==> src/rtl/cma_pkg.sv <==
package cma_pkg;

  typedef enum logic {
    LD_IDLE  = 1'b0,
    LD_SWEEP = 1'b1
  } load_state_e;

  // number of nibble slices a data word is cut into
  function automatic int slice_count(input int data_w, input int slice_w);
    return data_w / slice_w;
  endfunction

  // number of entries in one slice row
  function automatic int row_entries(input int slice_w);
    return 1 << slice_w;
  endfunction

endpackage

==> src/rtl/cma_table.sv <==
module cma_table #(
  parameter int DATA_W  = 16,
  parameter int SLICE_W = 4,
  localparam int NSLICE = cma_pkg::slice_count(DATA_W, SLICE_W),
  localparam int NENT   = cma_pkg::row_entries(SLICE_W),
  localparam int EW     = SLICE_W + 1
) (
  input  logic                                clk,
  input  logic                                rst_n,
  input  logic                                load_go,
  input  logic [DATA_W-1:0]                   load_key,
  output logic                                load_busy,
  output logic [NSLICE-1:0][NENT-1:0][EW-1:0] tbl
);
  import cma_pkg::*;

  load_state_e         state_q;
  logic [SLICE_W-1:0]  idx_q;
  logic [DATA_W-1:0]   key_q;
  logic                last_idx;

  // entry value: row index plus key nibble, bit SLICE_W is the slice carry
  function automatic logic [EW-1:0] entry_val(input logic [SLICE_W-1:0] v,
                                              input logic [SLICE_W-1:0] k);
    return {1'b0, v} + {1'b0, k};
  endfunction

  assign last_idx  = (idx_q == SLICE_W'(NENT - 1));
  assign load_busy = (state_q == LD_SWEEP);

  always_ff @(posedge clk) begin
    if (!rst_n) begin
      state_q <= LD_IDLE;
      idx_q   <= '0;
      key_q   <= '0;
      for (int s = 0; s < NSLICE; s++) begin
        for (int i = 0; i < NENT; i++) begin
          tbl[s][i] <= entry_val(SLICE_W'(i), '0);
        end
      end
    end else begin
      unique case (state_q)
        LD_IDLE: begin
          if (load_go) begin
            key_q   <= load_key;
            idx_q   <= '0;
            state_q <= LD_SWEEP;
          end
        end
        LD_SWEEP: begin
          for (int s = 0; s < NSLICE; s++) begin
            tbl[s][idx_q] <= entry_val(idx_q, key_q[s*SLICE_W +: SLICE_W]);
          end
          idx_q <= idx_q + 1'b1;
          if (last_idx) begin
            state_q <= LD_IDLE;
          end
        end
        default: state_q <= LD_IDLE;
      endcase
    end
  end

endmodule

==> src/rtl/cma_stage.sv <==
module cma_stage #(
  parameter int DATA_W  = 16,
  parameter int SLICE_W = 4,
  parameter int STAGE   = 0,
  localparam int NENT   = cma_pkg::row_entries(SLICE_W),
  localparam int EW     = SLICE_W + 1,
  localparam int LO     = STAGE * SLICE_W
) (
  input  logic                      clk,
  input  logic                      rst_n,
  input  logic                      in_v,
  input  logic [DATA_W-1:0]         in_word,
  input  logic                      in_c,
  input  logic [NENT-1:0][EW-1:0]   row,
  output logic                      out_v,
  output logic [DATA_W-1:0]         out_word,
  output logic                      out_c
);

  logic [SLICE_W-1:0] nib;
  logic [EW-1:0]      ent;
  logic [EW-1:0]      sum;
  logic               slice_carry;
  logic [DATA_W-1:0]  next_word;

  // narrow add: looked-up entry plus the carry from the slice below
  function automatic logic [EW-1:0] slice_sum(input logic [EW-1:0] e,
                                              input logic c);
    return e + {{SLICE_W{1'b0}}, c};
  endfunction

  assign nib         = in_word[LO +: SLICE_W];
  assign ent         = row[nib];
  assign sum         = slice_sum(ent, in_c);
  assign slice_carry = sum[SLICE_W];

  always_comb begin
    next_word                 = in_word;
    next_word[LO +: SLICE_W]  = sum[SLICE_W-1:0];
  end

  always_ff @(posedge clk) begin
    if (!rst_n) begin
      out_v    <= 1'b0;
      out_word <= '0;
      out_c    <= 1'b0;
    end else begin
      out_v <= in_v;
      if (in_v) begin
        out_word <= next_word;
        out_c    <= slice_carry;
      end
    end
  end

endmodule

==> src/rtl/const_mod_adder.sv <==
module const_mod_adder #(
  parameter int DATA_W  = 16,
  parameter int SLICE_W = 4
) (
  input  logic              clk,
  input  logic              rst_n,
  input  logic              in_valid,
  input  logic [DATA_W-1:0] in_data,
  output logic              out_valid,
  output logic [DATA_W-1:0] out_data,
  input  logic              cfg_load,
  input  logic [DATA_W-1:0] cfg_key,
  output logic              cfg_ready
);
  localparam int NSLICE = cma_pkg::slice_count(DATA_W, SLICE_W);
  localparam int NENT   = cma_pkg::row_entries(SLICE_W);
  localparam int EW     = SLICE_W + 1;
  localparam int TBL_W  = NSLICE * NENT * EW;

  logic                                vld   [NSLICE+1];
  logic [DATA_W-1:0]                   word  [NSLICE+1];
  logic                                cry   [NSLICE+1];
  logic [NSLICE-1:0][NENT-1:0][EW-1:0] tbl;
  logic [TBL_W-1:0]                    tbl_flat;
  logic                                load_busy;
  logic                                load_go;
  logic                                in_accept;
  logic                                pipe_busy;
  logic                                wrap_flag;

  // any valid operand held in a stage register
  always_comb begin
    pipe_busy = 1'b0;
    for (int i = 1; i <= NSLICE; i++) begin
      pipe_busy = pipe_busy | vld[i];
    end
  end

  assign cfg_ready = !load_busy && !pipe_busy;
  assign load_go   = cfg_load && cfg_ready;
  assign in_accept = in_valid && !load_busy && !load_go;

  assign vld[0]  = in_accept;
  assign word[0] = in_data;
  assign cry[0]  = 1'b0;

  cma_table #(
    .DATA_W  (DATA_W),
    .SLICE_W (SLICE_W)
  ) u_table (
    .clk       (clk),
    .rst_n     (rst_n),
    .load_go   (load_go),
    .load_key  (cfg_key),
    .load_busy (load_busy),
    .tbl       (tbl)
  );

  for (genvar g = 0; g < NSLICE; g++) begin : g_stage
    cma_stage #(
      .DATA_W  (DATA_W),
      .SLICE_W (SLICE_W),
      .STAGE   (g)
    ) u_stage (
      .clk      (clk),
      .rst_n    (rst_n),
      .in_v     (vld[g]),
      .in_word  (word[g]),
      .in_c     (cry[g]),
      .row      (tbl[g]),
      .out_v    (vld[g+1]),
      .out_word (word[g+1]),
      .out_c    (cry[g+1])
    );
  end

  assign out_valid = vld[NSLICE];
  assign out_data  = word[NSLICE];
  // carry out of the top slice is dropped from the result
  assign wrap_flag = cry[NSLICE];
  assign tbl_flat  = tbl;

endmodule

==> config.mk <==
export PLATFORM = sky130hd
export DESIGN_NAME = const_mod_adder
export DESIGN_NICKNAME = d
export VERILOG_FILES = /design/src/rtl/cma_pkg.sv /design/src/rtl/cma_table.sv /design/src/rtl/cma_stage.sv /design/src/rtl/const_mod_adder.sv
export SDC_FILE = /design/constraint.sdc
export NUM_CORES = 1
export LEC_CHECK = 0
export BUFFER_PORTS_ARGS = -buffer_cell sky130_fd_sc_hd__buf_4
export CELL_PAD_IN_SITES_DETAIL_PLACEMENT = 0
export CELL_PAD_IN_SITES_GLOBAL_PLACEMENT = 1
export CORE_ASPECT_RATIO = 1.25
export CORE_MARGIN = 8
export CORE_UTILIZATION = 49
export DETAILED_ROUTE_END_ITERATION = 7
export PLACE_DENSITY = 0.91
export SLEW_MARGIN = 20
export SYNTH_ARGS = -nofsm -noshare
export SYNTH_HDL_FRONTEND = slang
export SYNTH_SLANG_ARGS = --single-unit
==> constraint.sdc <==
create_clock -name clk -period 3.8 [get_ports clk]
set_clock_uncertainty 0.15 [all_clocks]
set_input_delay 0.38 -clock clk [delete_from_list [all_inputs] [get_ports clk]]
set_output_delay 0.38 -clock clk [all_outputs]
set_load 0.03 [all_outputs]
Yosys cells after proc, flatten, opt, wreduce, memory -nomap -nowiden

Index checks and enable logic that the tools add are counted.

Bits in registers: 412
Word-level logic and storage cells: 126

Muxes and demuxes: 19
Reductions and logical operators: 9
Bitwise operators: 4
Add/subtract/negate cells: 8
Equal/unequal tests: 2
Order comparisons: 6

Operators by type and width:

| kind                                                       | number |
|---|---|
| bitwise mux 80 bit                                         | 4 |
| binary-select mux 5 bit (select 4 bit)                     | 4 |
| less-than comparator 4 x 5 -> 1 bit, second input constant | 5 |
| adder 4 x 4 -> 5 bit                                       | 4 |
| demux 5 bit (select 4 bit)                                 | 1 |
| 2-to-1 mux 5 bit                                           | 4 |
| adder 5 x 1 -> 5 bit                                       | 2 |
| 2-to-1 mux 4 bit                                           | 2 |
| case mux 4 bit (2 select lines)                            | 1 |
| logical AND 1 bit                                          | 5 |
| adder 4 x 1 -> 4 bit                                       | 1 |
| adder 4 x 1 -> 4 bit, second input constant                | 1 |
| == test 4 bit, second input constant                       | 1 |
| >= comparator 4 x 1 -> 1 bit, second input constant        | 1 |
| zero test 1 bit                                            | 3 |
| OR 1 bit                                                   | 3 |
| 2-to-1 mux 1 bit                                           | 2 |
| != test 2 bit, second input constant                       | 1 |
| case mux 1 bit (2 select lines)                            | 1 |
| AND reduction 2 bit                                        | 1 |
| NOT 1 bit                                                  | 1 |

Depth between registers and ports, before layout

Depth in word-level cells: 8
Gate-level depth with buffers: 9
Mapped depth without buffers: 8

Modules after synthesis

Synthesis repeated with hierarchy kept, for this count alone.

Cell total of the unflattened synthesis: 1,943
Area total of the unflattened synthesis: 18,876.9 um^2

By module, submodules not included:

| module                             | cells each | area each (um^2) | instances |
|---|---|---|---|
| cma_table                          | 1,456      | 13,262.7         | 1 |
| cma_stage (g_stage[1].u_stage ...) | 112        | 1,333.8          | 2 |
| cma_stage (g_stage[0].u_stage)     | 128        | 1,455.1          | 1 |
| cma_stage (g_stage[2].u_stage)     | 128        | 1,450.1          | 1 |
| const_mod_adder                    | 7          | 41.3             | 1 |

Worst setup path before layout

Ideal clock, no wire load.

Path type: reg-to-reg
Start: register g_stage[2].u_stage.out_word[12]
End: register g_stage[3].u_stage.out_word[13]
Cell stages (with the launch flop): 9
Arrival: 2.362 ns
Period minus slack after synthesis: 2.629 ns
Setup slack: 1.171 ns
Buffers on the path: 2
Data required time: 3.534 ns
Library setup time: 0.116 ns
Cell sequence: dfxtp_1 > buf_2 > buf_2 > mux4_2 > mux4_2 > ha_1 > ha_1 > mux2i_1 > nor2b_1

Longest elaborated chain between the ends: 3

Ends and longest elaborated chain:

| item                                   | line            | text |
|---|---|---|
| start, declared                        | cma_stage.sv:16 | `output logic [DATA_W-1:0] out_word,` |
| start signal, assigned                 | cma_stage.sv:50 | `out_word <= next_word;` |
| binary-select mux 5 bit (select 4 bit) | cma_stage.sv:33 | `assign ent = row[nib];` |
| 2-to-1 mux 4 bit (implied by the code) | cma_stage.sv:33 |  |
| adder 4 x 1 -> 4 bit                   | cma_stage.sv:29 | `return e + {{SLICE_W{1'b0}}, c};` |
| net g_stage[3].u_stage.sum[1]          | cma_stage.sv:22 | `logic [EW-1:0] sum;` |
| end signal, assigned                   | cma_stage.sv:50 |  |
| end, declared                          | cma_stage.sv:16 |  |

The timed path passes the listed nets, and every way through them passes these cells. The select of a mux whose other input is x is not followed.
A chain may end at the register's enable or synchronous reset.

Worst setup path in the final report

Start: register g_stage[0].u_stage.out_word[4]
End: register g_stage[1].u_stage.out_word[6]

Longest elaborated chain between the ends: 3

Ends and longest elaborated chain:

| item                                   | line |
|---|---|
| start, declared                        | cma_stage.sv:16 |
| start signal, assigned                 | cma_stage.sv:50 |
| binary-select mux 5 bit (select 4 bit) | cma_stage.sv:33 |
| 2-to-1 mux 5 bit (implied by the code) | cma_stage.sv:33 |
| adder 5 x 1 -> 5 bit                   | cma_stage.sv:29 |
| end signal, assigned                   | cma_stage.sv:50 |
| end, declared                          | cma_stage.sv:16 |

Every way passes these cells. The select of a mux whose other input is x is not followed.

==> run_results.csv <==
group,metric,value,unit
run_status,status,"complete, no violations",
synthesis,synth_area_per_cell,9.79,um2
layout,layout.cells.non_filler,2269,
worst_hold_path,hold_class,"input pin to flip-flop",
cts,cts.repair.resized,0,
job,cap_violations,0,
synthesis,syn_area,0.0172,mm2
critical_path,cp_num_buf_inv,0,
critical_path,crit_arrival,3.10,ns
floorplan,fp.dieH,226,um
layout,syn_to_final_growth,12.9,%
route,drt_iter0_markers,1163,
synthesis,ys.flop_type,"dfxtp_1",
power,leakagePower,8.74,nW
cts,cts_buffers,37,
cts,insertion_delay,0.53,ns
cts,cts_tree,"yes",
critical_path,r2r_start,"g_stage[0].u_stage.out_word[4]",
critical_path,reg2reg_slack,0.94,ns
route,via_count,13200,
grt,grt_pass1_wl,74200,um
worst_hold_path,hold_start,"cfg_key[9]",
power,power.density,435,mW/mm2
synthesis,seq_area_frac_synth,46.0,%
power,power_switching,2.01,mW
route,wl_per_cell,21.1,um
place,io_buffer_count,53,
critical_path,cp_max_fo,11,
grt,grt_max_degree,150,
synthesis,syn-num-nets,1824,
synthesis,ys_seq_elements,396,
grt,grt_pass1_vias,12800,
synthesis,async_reset_ff_share,0,%
floorplan,coreArea,0.0345,mm2
grt,antenna_found_initial,0,
floorplan,rows,76,
critical_path,rr_endpoint,"g_stage[1].u_stage.out_word[6]",
cts,clkSinkCount,396,
place,dp_hpwl,30200,um
layout,final_common_cell,"nand2_1",
floorplan,ioPinCount,54,
power,cell_internal_pwr,6.45,mW
route,drt-pass1-iter-count,7,
critical_path,cp_num_cells,6,
synthesis,yosys_warnings,0,
critical_path,crit_type,"flip-flop to flip-flop",
synthesis,synth_edf_count,0,
critical_path,required,4.04,ns
cts,cts_root_buf,"clkbuf_16",
power,p_clk_share,41.5,%
floorplan,die_w,184,um
timing,finalCriticalPeriod,2.86,ns
timing,setup_viol,0,
critical_path,crit_path_max_incr_delay,0.74,ns
place,dpl.cell_count,2184,
timing,tightest_slew,1.03,ns
floorplan,dieArea,0.0414,mm2
cts,cts.path.max_buffers,3,
power,comb_power_share,8.0,%
grt,grt_overflow_total,0,
synthesis,synth_cell_types,41,
power,seqPwrFrac,50.5,%
route,routed_wl,47800,um
timing,max_freq,350,MHz
timing,finalHoldViolCount,0,
timing,setup_tns,0,ns
critical_path,start_kind,"flip-flop",
synthesis,syn_inst,1759,
worst_hold_path,whs_endpoint,"u_table.key_q[9]",
critical_path,cp_cell_sequence,"mux4_2 > mux4_2 > ha_1 > ha_1 > xnor2_1 > a21oi_1",
place,gp_congestion,0.844,
timing,finalCritPeriodShare,75.2,%
layout,drive_above_1_share,14.4,%
timing,drv_slew,0,
floorplan,initial_core_util,49.9,%
timing,rsz0062_at_grt,"no",
route,viasPerCell,5.83,
worst_hold_path,whs_path_depth,3,
layout,final_nets,1848,
route,antenna_left,0,
power,swShare,23.7,%
timing,slew-limit-headroom,31.4,%
cts,h-tree-depth,2,
power,max-vdd-ir-drop,283,uV
layout,fillers,2951,
critical_path,r2r_cells,6,
route,drc,0,
critical_path,critPathTopFamily,"multiplexers",
critical_path,end_kind,"flip-flop",
critical_path,crit_slowest_cell,"dfxtp_1",
cts,clk_pin_slew_worst_paths,0.06,ns
layout,antenna_cells,0,
power,totalPowerFinal,8.46,mW
grt,grt_util_all_layers,23.0,%
layout,final_cell_mix,"nand2_1, dfxtp_1, buf_4, o211a_1, mux4_2",
-- worst max path at each step --
stage | startpoint | endpoint
2_1_floorplan | g_stage[2].u_stage.out_word[12] | g_stage[3].u_stage.out_word[13]
3_3_place_gp | g_stage[0].u_stage.out_word[4] | g_stage[1].u_stage.out_c
3_5_place_dp | g_stage[0].u_stage.out_word[4] | g_stage[1].u_stage.out_c
4_1_cts | g_stage[0].u_stage.out_word[4] | g_stage[1].u_stage.out_word[6]
5_1_grt | g_stage[0].u_stage.out_word[4] | g_stage[1].u_stage.out_word[6]
6_report | g_stage[0].u_stage.out_word[4] | g_stage[1].u_stage.out_word[6]
-- stage by stage --
step                hold slack, ns  cell area, um2  utilization [%]  setup slack, ns
finish                      0.0229           19400             56.3            0.942
global route                0.0185           19400             56.3            0.761
CTS                         0.0178           19400             56.3            0.925
detailed placement           0.295           18000             52.3            0.971
global placement             0.287           18000             52.3             1.01
floorplan                    0.282           17200                -             1.17
-- per-layer routing --
metal / track usage (%) / part of all wire [%] / vias to the layer above
met5: 0 / 0 / -
met4: 9.96 / 4.5 / 0
met3: 3.81 / 6.9 / 117
met2: 40.4 / 50 / 503
met1: 27.4 / 39 / 6437
li1: - / - / 6182
-- cells in the mapped netlist (7+ instances only) --
library cell / instances / area share [%]
o211ai_1: 80 / 3.5
a21boi_0: 30 / 1.3
ha_1: 25 / 1.8
xnor2_1: 7 / 0.36
nand3_1: 66 / 1.9
o21ai_1: 17 / 0.49
a21o_1: 7 / 0.31
a21oi_1: 11 / 0.32
mux2i_1: 71 / 4.1
clkbuf_1: 130 / 2.8
and2_1: 49 / 1.8
nand2_1: 453 / 9.9
o211a_1: 88 / 5.1
nor2b_1: 67 / 2.4
inv_1: 9 / 0.20
o21ai_0: 32 / 0.93
mux4_2: 85 / 11
nor2_1: 17 / 0.37
dfxtp_1: 396 / 46
buf_1: 8 / 0.17
a21boi_1: 37 / 1.6
buf_2: 13 / 0.38
-- power by group through the flow --
| stage | clock, mW | sequential, mW | combinational, mW |
|---|---|---|---|
| floorplan | 0 | 4.33 | 0.454 |
| global placement | 0 | 4.36 | 0.639 |
| detailed placement | 0 | 4.36 | 0.649 |
| CTS | 3.55 | 4.27 | 0.675 |
| global route | 3.71 | 4.28 | 0.725 |
| finish | 3.51 | 4.27 | 0.677 |
-- worst register-to-register path, cell delays in order, from the launching register on --
cell	delay [ns]
dfxtp_1	0.74
mux4_2	0.60
mux4_2	0.48
ha_1	0.23
ha_1	0.24
xnor2_1	0.20
a21oi_1	0.09
-- state kept, by name (all words and copies together) (netlist names) --
| signal | flops |
|---|---|
| g_stage.u_stage.out_c | 3 |
| g_stage.u_stage.out_v | 4 |
| g_stage.u_stage.out_word | 64 |
| u_table.idx_q | 4 |
| u_table.key_q | 16 |
| u_table.load_busy | 1 |
| u_table.tbl | 304 |
-- cell type report --
class                           instances  area [um2]  area share (%)
Multi-Input combinational cell       1194        8600            44.2
Timing Repair Buffer                  145        1180            6.06
Tap cell                              468         586            3.01
Sequential cell                       396        7930            40.8
Inverter                                9        33.8           0.174
Clock buffer                           50        1080            5.54
Clock inverter                          7        38.8           0.199
-- kinds of logic (layout without fill, tap and decap cells) --
kind of cell | after synthesis | in the layout | synth area share [%]
flops | 396 | 396 | 46.0
simple gates | 673 | 673 | 17.2
fa+ha+maj | 29 | 29 | 2.28
xor+xnor | 13 | 13 | 0.661
buf+inv | 169 | 211 | 4.04
mux | 156 | 156 | 15.2
compound gates | 323 | 323 | 14.5
-- what timing repair did --
item / in CTS / in global routing
hold buffers: 28 / 0
hold endpoints to repair: 28 / 0
setup buffers: 0 / 0
(Power assumes the default switching activity.)
